--- src/rtl/osd_mix_pkg.sv ---
package osd_mix_pkg;

    typedef enum logic [2:0] {
        LV_VIDEO       = 3'd0,
        LV_SYNC        = 3'd1,
        LV_PEDESTAL    = 3'd2,
        LV_BLANK_DEEP  = 3'd3,
        LV_BLANK_GREY  = 3'd4,
        LV_CHAR_BRIGHT = 3'd5,
        LV_CHAR_DIM    = 3'd6,
        LV_BACKDROP    = 3'd7
    } level_e;

    typedef enum logic [1:0] {
        BLK_NONE   = 2'd0,
        BLK_CELL   = 2'd1,
        BLK_WINDOW = 2'd2,
        BLK_SCREEN = 2'd3
    } blank_e;

    typedef struct packed {
        level_e level;
        logic   halftone;
    } pix_out_s;

endpackage

--- src/rtl/osd_flash_timer.sv ---
module osd_flash_timer #(
    parameter int FAST_HALF_60 = 15,
    parameter int FAST_HALF_50 = 12,
    parameter int SLOW_HALF_60 = 30,
    parameter int SLOW_HALF_50 = 25
) (
    input  logic clk,
    input  logic rst_n,
    input  logic field_strobe_i,
    input  logic rate50_i,
    input  logic flash_slow_i,
    output logic visible_o
);
    localparam int MAX_A = (FAST_HALF_60 > FAST_HALF_50) ? FAST_HALF_60 : FAST_HALF_50;
    localparam int MAX_B = (SLOW_HALF_60 > SLOW_HALF_50) ? SLOW_HALF_60 : SLOW_HALF_50;
    localparam int MAX_H = (MAX_A > MAX_B) ? MAX_A : MAX_B;
    localparam int CW    = $clog2(MAX_H + 1);

    typedef struct packed {
        logic [CW-1:0] cnt;
        logic          visible;
    } tmr_s;

    tmr_s          tmr_d, tmr_q;
    logic [CW-1:0] last_cnt;

    always_comb begin
        unique case ({flash_slow_i, rate50_i})
            2'b00:   last_cnt = CW'(FAST_HALF_60 - 1);
            2'b01:   last_cnt = CW'(FAST_HALF_50 - 1);
            2'b10:   last_cnt = CW'(SLOW_HALF_60 - 1);
            default: last_cnt = CW'(SLOW_HALF_50 - 1);
        endcase
    end

    always_comb begin
        tmr_d = tmr_q;
        if (field_strobe_i) begin
            if (tmr_q.cnt >= last_cnt) begin
                tmr_d.cnt     = '0;
                tmr_d.visible = ~tmr_q.visible;
            end else begin
                tmr_d.cnt = tmr_q.cnt + 1'b1;
            end
        end
    end

    always_ff @(posedge clk) begin
        if (!rst_n) begin
            tmr_q.cnt     <= '0;
            tmr_q.visible <= 1'b1;
        end else begin
            tmr_q <= tmr_d;
        end
    end

    assign visible_o = tmr_q.visible;

    // the phase never moves between field strobes
    a_r7_phase_hold: assert property (@(posedge clk) disable iff (!rst_n)
        !field_strobe_i |=> $stable(visible_o));

    // the strobe that completes a half period inverts the phase
    a_r7_phase_flip: assert property (@(posedge clk) disable iff (!rst_n)
        (field_strobe_i && tmr_q.cnt >= last_cnt) |=> (visible_o != $past(visible_o)));

endmodule

--- src/rtl/osd_blank_region.sv ---
module osd_blank_region
    import osd_mix_pkg::*;
(
    input  logic [1:0] blank_mode_i,
    input  logic       in_window_i,
    input  logic       in_cell_i,
    output logic       covered_o
);
    always_comb begin
        unique case (blank_e'(blank_mode_i))
            BLK_NONE:   covered_o = 1'b0;
            BLK_CELL:   covered_o = in_cell_i;
            BLK_WINDOW: covered_o = in_window_i;
            default:    covered_o = 1'b1;
        endcase
    end
endmodule

--- src/rtl/osd_halftone.sv ---
module osd_halftone #(
    parameter int ROWS  = 12,
    parameter int ROW_W = $clog2(ROWS),
    parameter int HALF  = ROWS / 2
) (
    input  logic [ROW_W-1:0] row_i,
    input  logic [HALF-1:0]  mask_i,
    input  logic             upper_i,
    output logic             row_on_o
);
    logic [HALF-1:0] pick;

    for (genvar n = 0; n < HALF; n++) begin : g_row
        assign pick[n] = mask_i[n] &&
                         (int'(row_i) == (upper_i ? n + HALF : n));
    end

    assign row_on_o = |pick;
endmodule

--- src/rtl/osd_level_select.sv ---
module osd_level_select
    import osd_mix_pkg::*;
(
    input  logic   sync_i,
    input  logic   video_blank_i,
    input  logic   disp_on_i,
    input  logic   in_cell_i,
    input  logic   dot_i,
    input  logic [1:0] attr_i,
    input  logic   flash_sel_i,
    input  logic   visible_i,
    input  logic   covered_i,
    input  logic   char_bright_i,
    input  logic   blank_deep_i,
    output level_e level_o
);
    logic   eff_dot, flashing, highlight, hidden;
    level_e blank_lvl, char_lvl;

    always_comb begin
        eff_dot   = dot_i ^ attr_i[0];
        flashing  = attr_i[1] & flash_sel_i;
        highlight = attr_i[1] & ~flash_sel_i;
        hidden    = in_cell_i & flashing & ~visible_i;
        blank_lvl = blank_deep_i ? LV_BLANK_DEEP : LV_BLANK_GREY;
        char_lvl  = char_bright_i ? LV_CHAR_BRIGHT : LV_CHAR_DIM;

        if (sync_i)                       level_o = LV_SYNC;
        else if (video_blank_i)           level_o = LV_PEDESTAL;
        else if (!disp_on_i)              level_o = LV_VIDEO;
        else if (hidden)                  level_o = covered_i ? blank_lvl : LV_VIDEO;
        else if (in_cell_i && eff_dot)    level_o = char_lvl;
        else if (in_cell_i && highlight)  level_o = LV_BACKDROP;
        else if (covered_i)               level_o = blank_lvl;
        else                              level_o = LV_VIDEO;
    end
endmodule

--- src/rtl/osd_pixel_mixer.sv ---
module osd_pixel_mixer
    import osd_mix_pkg::*;
#(
    parameter int ROWS         = 12,
    parameter int FAST_HALF_60 = 15,
    parameter int FAST_HALF_50 = 12,
    parameter int SLOW_HALF_60 = 30,
    parameter int SLOW_HALF_50 = 25
) (
    input  logic       clk,
    input  logic       rst_n,
    input  logic       field_strobe_i,
    input  logic       rate50_i,
    input  logic       flash_slow_i,
    input  logic       flash_sel_i,
    input  logic       disp_on_i,
    input  logic [1:0] blank_mode_i,
    input  logic       char_bright_i,
    input  logic       blank_deep_i,
    input  logic [5:0] half_mask_i,
    input  logic       half_upper_i,
    input  logic       sync_i,
    input  logic       video_blank_i,
    input  logic       in_window_i,
    input  logic       in_cell_i,
    input  logic [3:0] row_i,
    input  logic       dot_i,
    input  logic [1:0] attr_i,
    output logic [2:0] level_o,
    output logic       halftone_o
);
    localparam int ROW_W = 4;
    localparam int HALF  = ROWS / 2;

    logic     visible, covered, row_on;
    level_e   level_c;
    pix_out_s out_d, out_q;

    osd_flash_timer #(
        .FAST_HALF_60 (FAST_HALF_60),
        .FAST_HALF_50 (FAST_HALF_50),
        .SLOW_HALF_60 (SLOW_HALF_60),
        .SLOW_HALF_50 (SLOW_HALF_50)
    ) flash_i (
        .clk            (clk),
        .rst_n          (rst_n),
        .field_strobe_i (field_strobe_i),
        .rate50_i       (rate50_i),
        .flash_slow_i   (flash_slow_i),
        .visible_o      (visible)
    );

    osd_blank_region region_i (
        .blank_mode_i (blank_mode_i),
        .in_window_i  (in_window_i),
        .in_cell_i    (in_cell_i),
        .covered_o    (covered)
    );

    osd_halftone #(.ROWS(ROWS), .ROW_W(ROW_W), .HALF(HALF)) half_i (
        .row_i    (row_i),
        .mask_i   (half_mask_i[HALF-1:0]),
        .upper_i  (half_upper_i),
        .row_on_o (row_on)
    );

    osd_level_select select_i (
        .sync_i        (sync_i),
        .video_blank_i (video_blank_i),
        .disp_on_i     (disp_on_i),
        .in_cell_i     (in_cell_i),
        .dot_i         (dot_i),
        .attr_i        (attr_i),
        .flash_sel_i   (flash_sel_i),
        .visible_i     (visible),
        .covered_i     (covered),
        .char_bright_i (char_bright_i),
        .blank_deep_i  (blank_deep_i),
        .level_o       (level_c)
    );

    always_comb begin
        out_d.level    = level_c;
        out_d.halftone = row_on && disp_on_i && in_window_i && !sync_i && !video_blank_i;
    end

    always_ff @(posedge clk) begin
        if (!rst_n) begin
            out_q.level    <= LV_VIDEO;
            out_q.halftone <= 1'b0;
        end else begin
            out_q <= out_d;
        end
    end

    assign level_o    = out_q.level;
    assign halftone_o = out_q.halftone;

    // sync wins over every other input
    a_r1_sync_wins: assert property (@(posedge clk) disable iff (!rst_n)
        sync_i |=> (level_o == LV_SYNC));

    // display off passes the video through
    a_r3_display_off: assert property (@(posedge clk) disable iff (!rst_n)
        (!sync_i && !video_blank_i && !disp_on_i) |=> (level_o == LV_VIDEO));

    // rows beyond the last text row never get halftone
    a_r8_row_range: assert property (@(posedge clk) disable iff (!rst_n)
        (int'(row_i) >= ROWS) |=> !halftone_o);

endmodule

--- config.mk ---
export PLATFORM = sky130hd
export DESIGN_NAME = osd_pixel_mixer
export DESIGN_NICKNAME = d
export VERILOG_FILES = /design/src/rtl/osd_mix_pkg.sv /design/src/rtl/osd_flash_timer.sv /design/src/rtl/osd_blank_region.sv /design/src/rtl/osd_halftone.sv /design/src/rtl/osd_level_select.sv /design/src/rtl/osd_pixel_mixer.sv
export SDC_FILE = /design/constraint.sdc
export NUM_CORES = 1
export LEC_CHECK = 0
export BUFFER_PORTS_ARGS = -buffer_cell sky130_fd_sc_hd__buf_2
export CAP_MARGIN = 15
export CORE_MARGIN = 4
export CORE_UTILIZATION = 44
export CTS_BUF_LIST = sky130_fd_sc_hd__clkbuf_8
export CTS_CLUSTER_DIAMETER = 100
export DETAILED_ROUTE_END_ITERATION = 7
export HOLD_SLACK_MARGIN = 0.03
export PLACE_DENSITY = 0.77
export RECOVER_POWER = 100
export SYNTH_ARGS = -nofsm -noshare
export SYNTH_HDL_FRONTEND = slang
export SYNTH_HIERARCHICAL = 1
export SYNTH_SLANG_ARGS = --single-unit
--- constraint.sdc ---
create_clock -name clk -period 2 [get_ports clk]
set_clock_uncertainty 0.05 [all_clocks]
set_input_delay 0.4 -clock clk [delete_from_list [all_inputs] [get_ports clk]]
set_output_delay 0.4 -clock clk [all_outputs]
set_load 0.1 [all_outputs]
==> key figures <==
Run status
  – Status: complete, no violations

Synthesis
  – Yosys reg bits: 10
  – Top-count cell post-synth: nand2_1
  – Synth Warn #: 6
  – Syn Area/Cell: about 8.5 sq um
  – Mapped cell area: approximately 800 sq um
  – Main flop type after synthesis: dfxtp_1
  – Most frequent cells after synthesis: 12 x nand2_1, 10 x dfxtp_1, 8 x ha_1, 7 x a21oi_1, 7 x inv_1
  – Synth top area share: 0.243
  – Syn Nets: 134
  – EDFF count, synth: 0
  – Area leader, netlist: dfxtp_1
  – Register area share after synthesis: 0.243
  – Cells after Synth: 97
  – Ranking of synthesized cells by area: dfxtp_1 24%, ha_1 12%, nand2_1 5.5%, a21oi_1 4.2%, mux2_4 3.6%
  – Netlist cell types: 37
  – Fraction of registers with async set/reset: 0

Routing
  – Drt via density: between 5 and 6
  – Met3 wire length: between 100 and 150 microns
  – TritonRoute pass-1 iters: 4
  – Final wirelength: 2.04 mm
  – M1 WL: about 830 microns
  – Wire per inst: 12.6 microns
  – Starting DRC count in detailed routing: 14
  – # DRC: 0
  – Via count: just under 900
  – Antenna Nets Post-Route: 0
  – Max Used Layer: met4
  – DR WL met2: 1.08 mm

Floorplanning
  – CORE AREA: between 1500 and 2000 sq um
  – Width of the die: approximately 50 microns
  – Io pins: 33
  – Initial Util: 0.472
  – Placement row count: 15
  – Die height: 51.3 microns
  – Die area: between 2000 and 3000 sq um

Finish
  – Area delta synth->final: 34.3%
  – Nets: about 180
  – Fillers: roughly 170
  – N_diodes: 0
  – Post-Route Utilization: 0.634
  – Fraction of layout cells with a size suffix above 1: 0.358

Timing
  – Worst slew pin tran: about 0.54 ns
  – Pins Over Slew Limit: 0
  – Post-route clock period utilization: 0.957
  – Fmax: 522 MHz
  – Final setup fails: 0
  – Final Hold Fails: 0
  – Normalized max-slew margin: 0.640
  – Min Clock Period, post-route: between 1.5 and 2 ns
  – Worst hold margin: 0.338 ns
  – RSZ-0062 raised after global routing: false

Clock tree
  – TritonCTS Sinks: 10
  – H-tree depth: 1
  – Clock Latency Late Sink: ~0.23 ns
  – Clk pin slew, worst setup/hold paths: 0.05 ns
  – TritonCTS clock tree: yes
  – Max Buffers Root-to-Sink: 2
  – TritonCTS Buffers: 3
  – Post-CTS setup repair buffer count: 0
  – Clock root buffer: clkbuf_8
  – # hold bufs at CTS: 0

Critical path
  – CP Launch Type: primary input
  – Reg2reg start: flash_i/tmr_q[1]
  – Crit Path Class: primary input to flip-flop
  – CP max FO: 7
  – Worst EP required: about 2.1 ns
  – WP data arrival: between 1.5 and 2 ns
  – Worst Setup End Kind: flip-flop
  – Crit path from: flash_slow_i
  – Worst r2r path cells: 7

Global route
  – Initial antenna violation count: 0
  – GRT Overall Usage: 0.160
  – Vias in the first global route: 853
  – First-pass GRT wire length: approximately 3.2 mm
  – Largest net degree at the start of global routing: 11
  – GR Overflow Total: 0

Placement
  – IO buf count: 32
  – DP Wirelength: about 1.7 mm
  – Gpl congestion: roughly 0.85

Hold path
  – Hold Crit Start: video_blank_i
  – Hold Crit Depth: 2
  – Hold crit path type: primary input to flip-flop

Flow run
  – Max-cap violation count: 0

Power
  – Overall Power: roughly 0.63 mW
  – Leakage: ~0.54 nW
  – Worst vdd rail ir drop: a little under 400 uV
  – PD cells: between 500 and 600 nW/um^2
## placed cells by master (no fill, tap or decap), types with 2 or more instances in the layout
cell,instances
clkbuf_2,4
buf_2,26
o211ai_1,4
ha_1,8
o22ai_1,4
nor2_1,4
clkbuf_1,2
and2_1,2
mux2_4,2
buf_4,4
and4b_1,2
dfxtp_1,10
nor4_1,2
nand2_1,12
a21oi_1,7
nand3_1,5
inv_1,7
a31oi_1,2
and3_1,3
clkbuf_8,4
## layer usage
layer | track usage | vias up
li1 | - | 443
met1 | 0.168 | 396
met2 | 0.303 | 29
met3 | 0.0437 | 2
met4 | 0.0568 | 0
met5 | 0 | -
## cell type report
type | count | area [sq um] | share of cell area
multi-input combinational | 79 | 603 | 0.545
tap | 25 | 31.3 | 0.0282
clock buffer | 4 | 55.1 | 0.0497
timing repair buffer | 36 | 188 | 0.169
inverter | 8 | 30.0 | 0.0271
sequential | 10 | 200 | 0.181
## logic make-up after synthesis
group / Yosys count / share of synthesized area
buffers and inverters: 8 / 0.0364
adders and majority gates: 8 / 0.121
xor gates and xnor gates: 1 / 0.0106
muxes: 4 / 0.0622
AOI/OAI and AO/OA: 25 / 0.234
and+or+nand+nor: 41 / 0.293
DFF: 10 / 0.243
## report_power, final
part / total [mW] / switching (mW) / internal (mW)
clock: 0.244 / 0.0721 / 0.172
sequential: 0.212 / 0.00480 / 0.207
combinational: 0.178 / 0.0975 / 0.0800
total: 0.634 / 0.174 / 0.459
## flip-flops by register name, indices dropped and copies added, names as in the netlist
signal,flops
flash_i/visible_o,1
flash_i/tmr_q,5
level_o,3
halftone_o,1
## what timing repair did
item,4_1_cts,5_1_grt
pin swaps,0,1
resized for setup,1,0
setup endpoints to repair,1,1
## stage by stage
stage	TNS (ns)	instance area, sq um	cells	setup WS [ns]
2_1_floorplan	0	825	97	0.0339
5_1_grt	0	1110	162	0.0109
3_3_place_gp	-0.474	1050	158	-0.125
4_1_cts	0	1110	162	0.0825
6_report	0	1110	162	0.0857
3_5_place_dp	-1.10	1050	158	-0.238
## path summary, 6_finish.rpt
| kind | end | slack, ns |
|---|---|---|
| max | flash_i/visible_o | 0.09 |
| max reg2reg | flash_i/tmr_q[1] | 0.24 |
| min reg2reg | flash_i/tmr_q[5] | 0.46 |
| min | halftone_o | 0.34 |
## critical path, stage by stage
cell and delay (ns):
buf_2 0.11, inv_1 0.06, ha_1 0.19, o21bai_1 0.16, ha_1 0.25, or2_2 0.32, a31oi_4 0.28, or4_1 0.15
nand3_1 0.06
No activity file was read; power rests on OpenSTA's default activity.
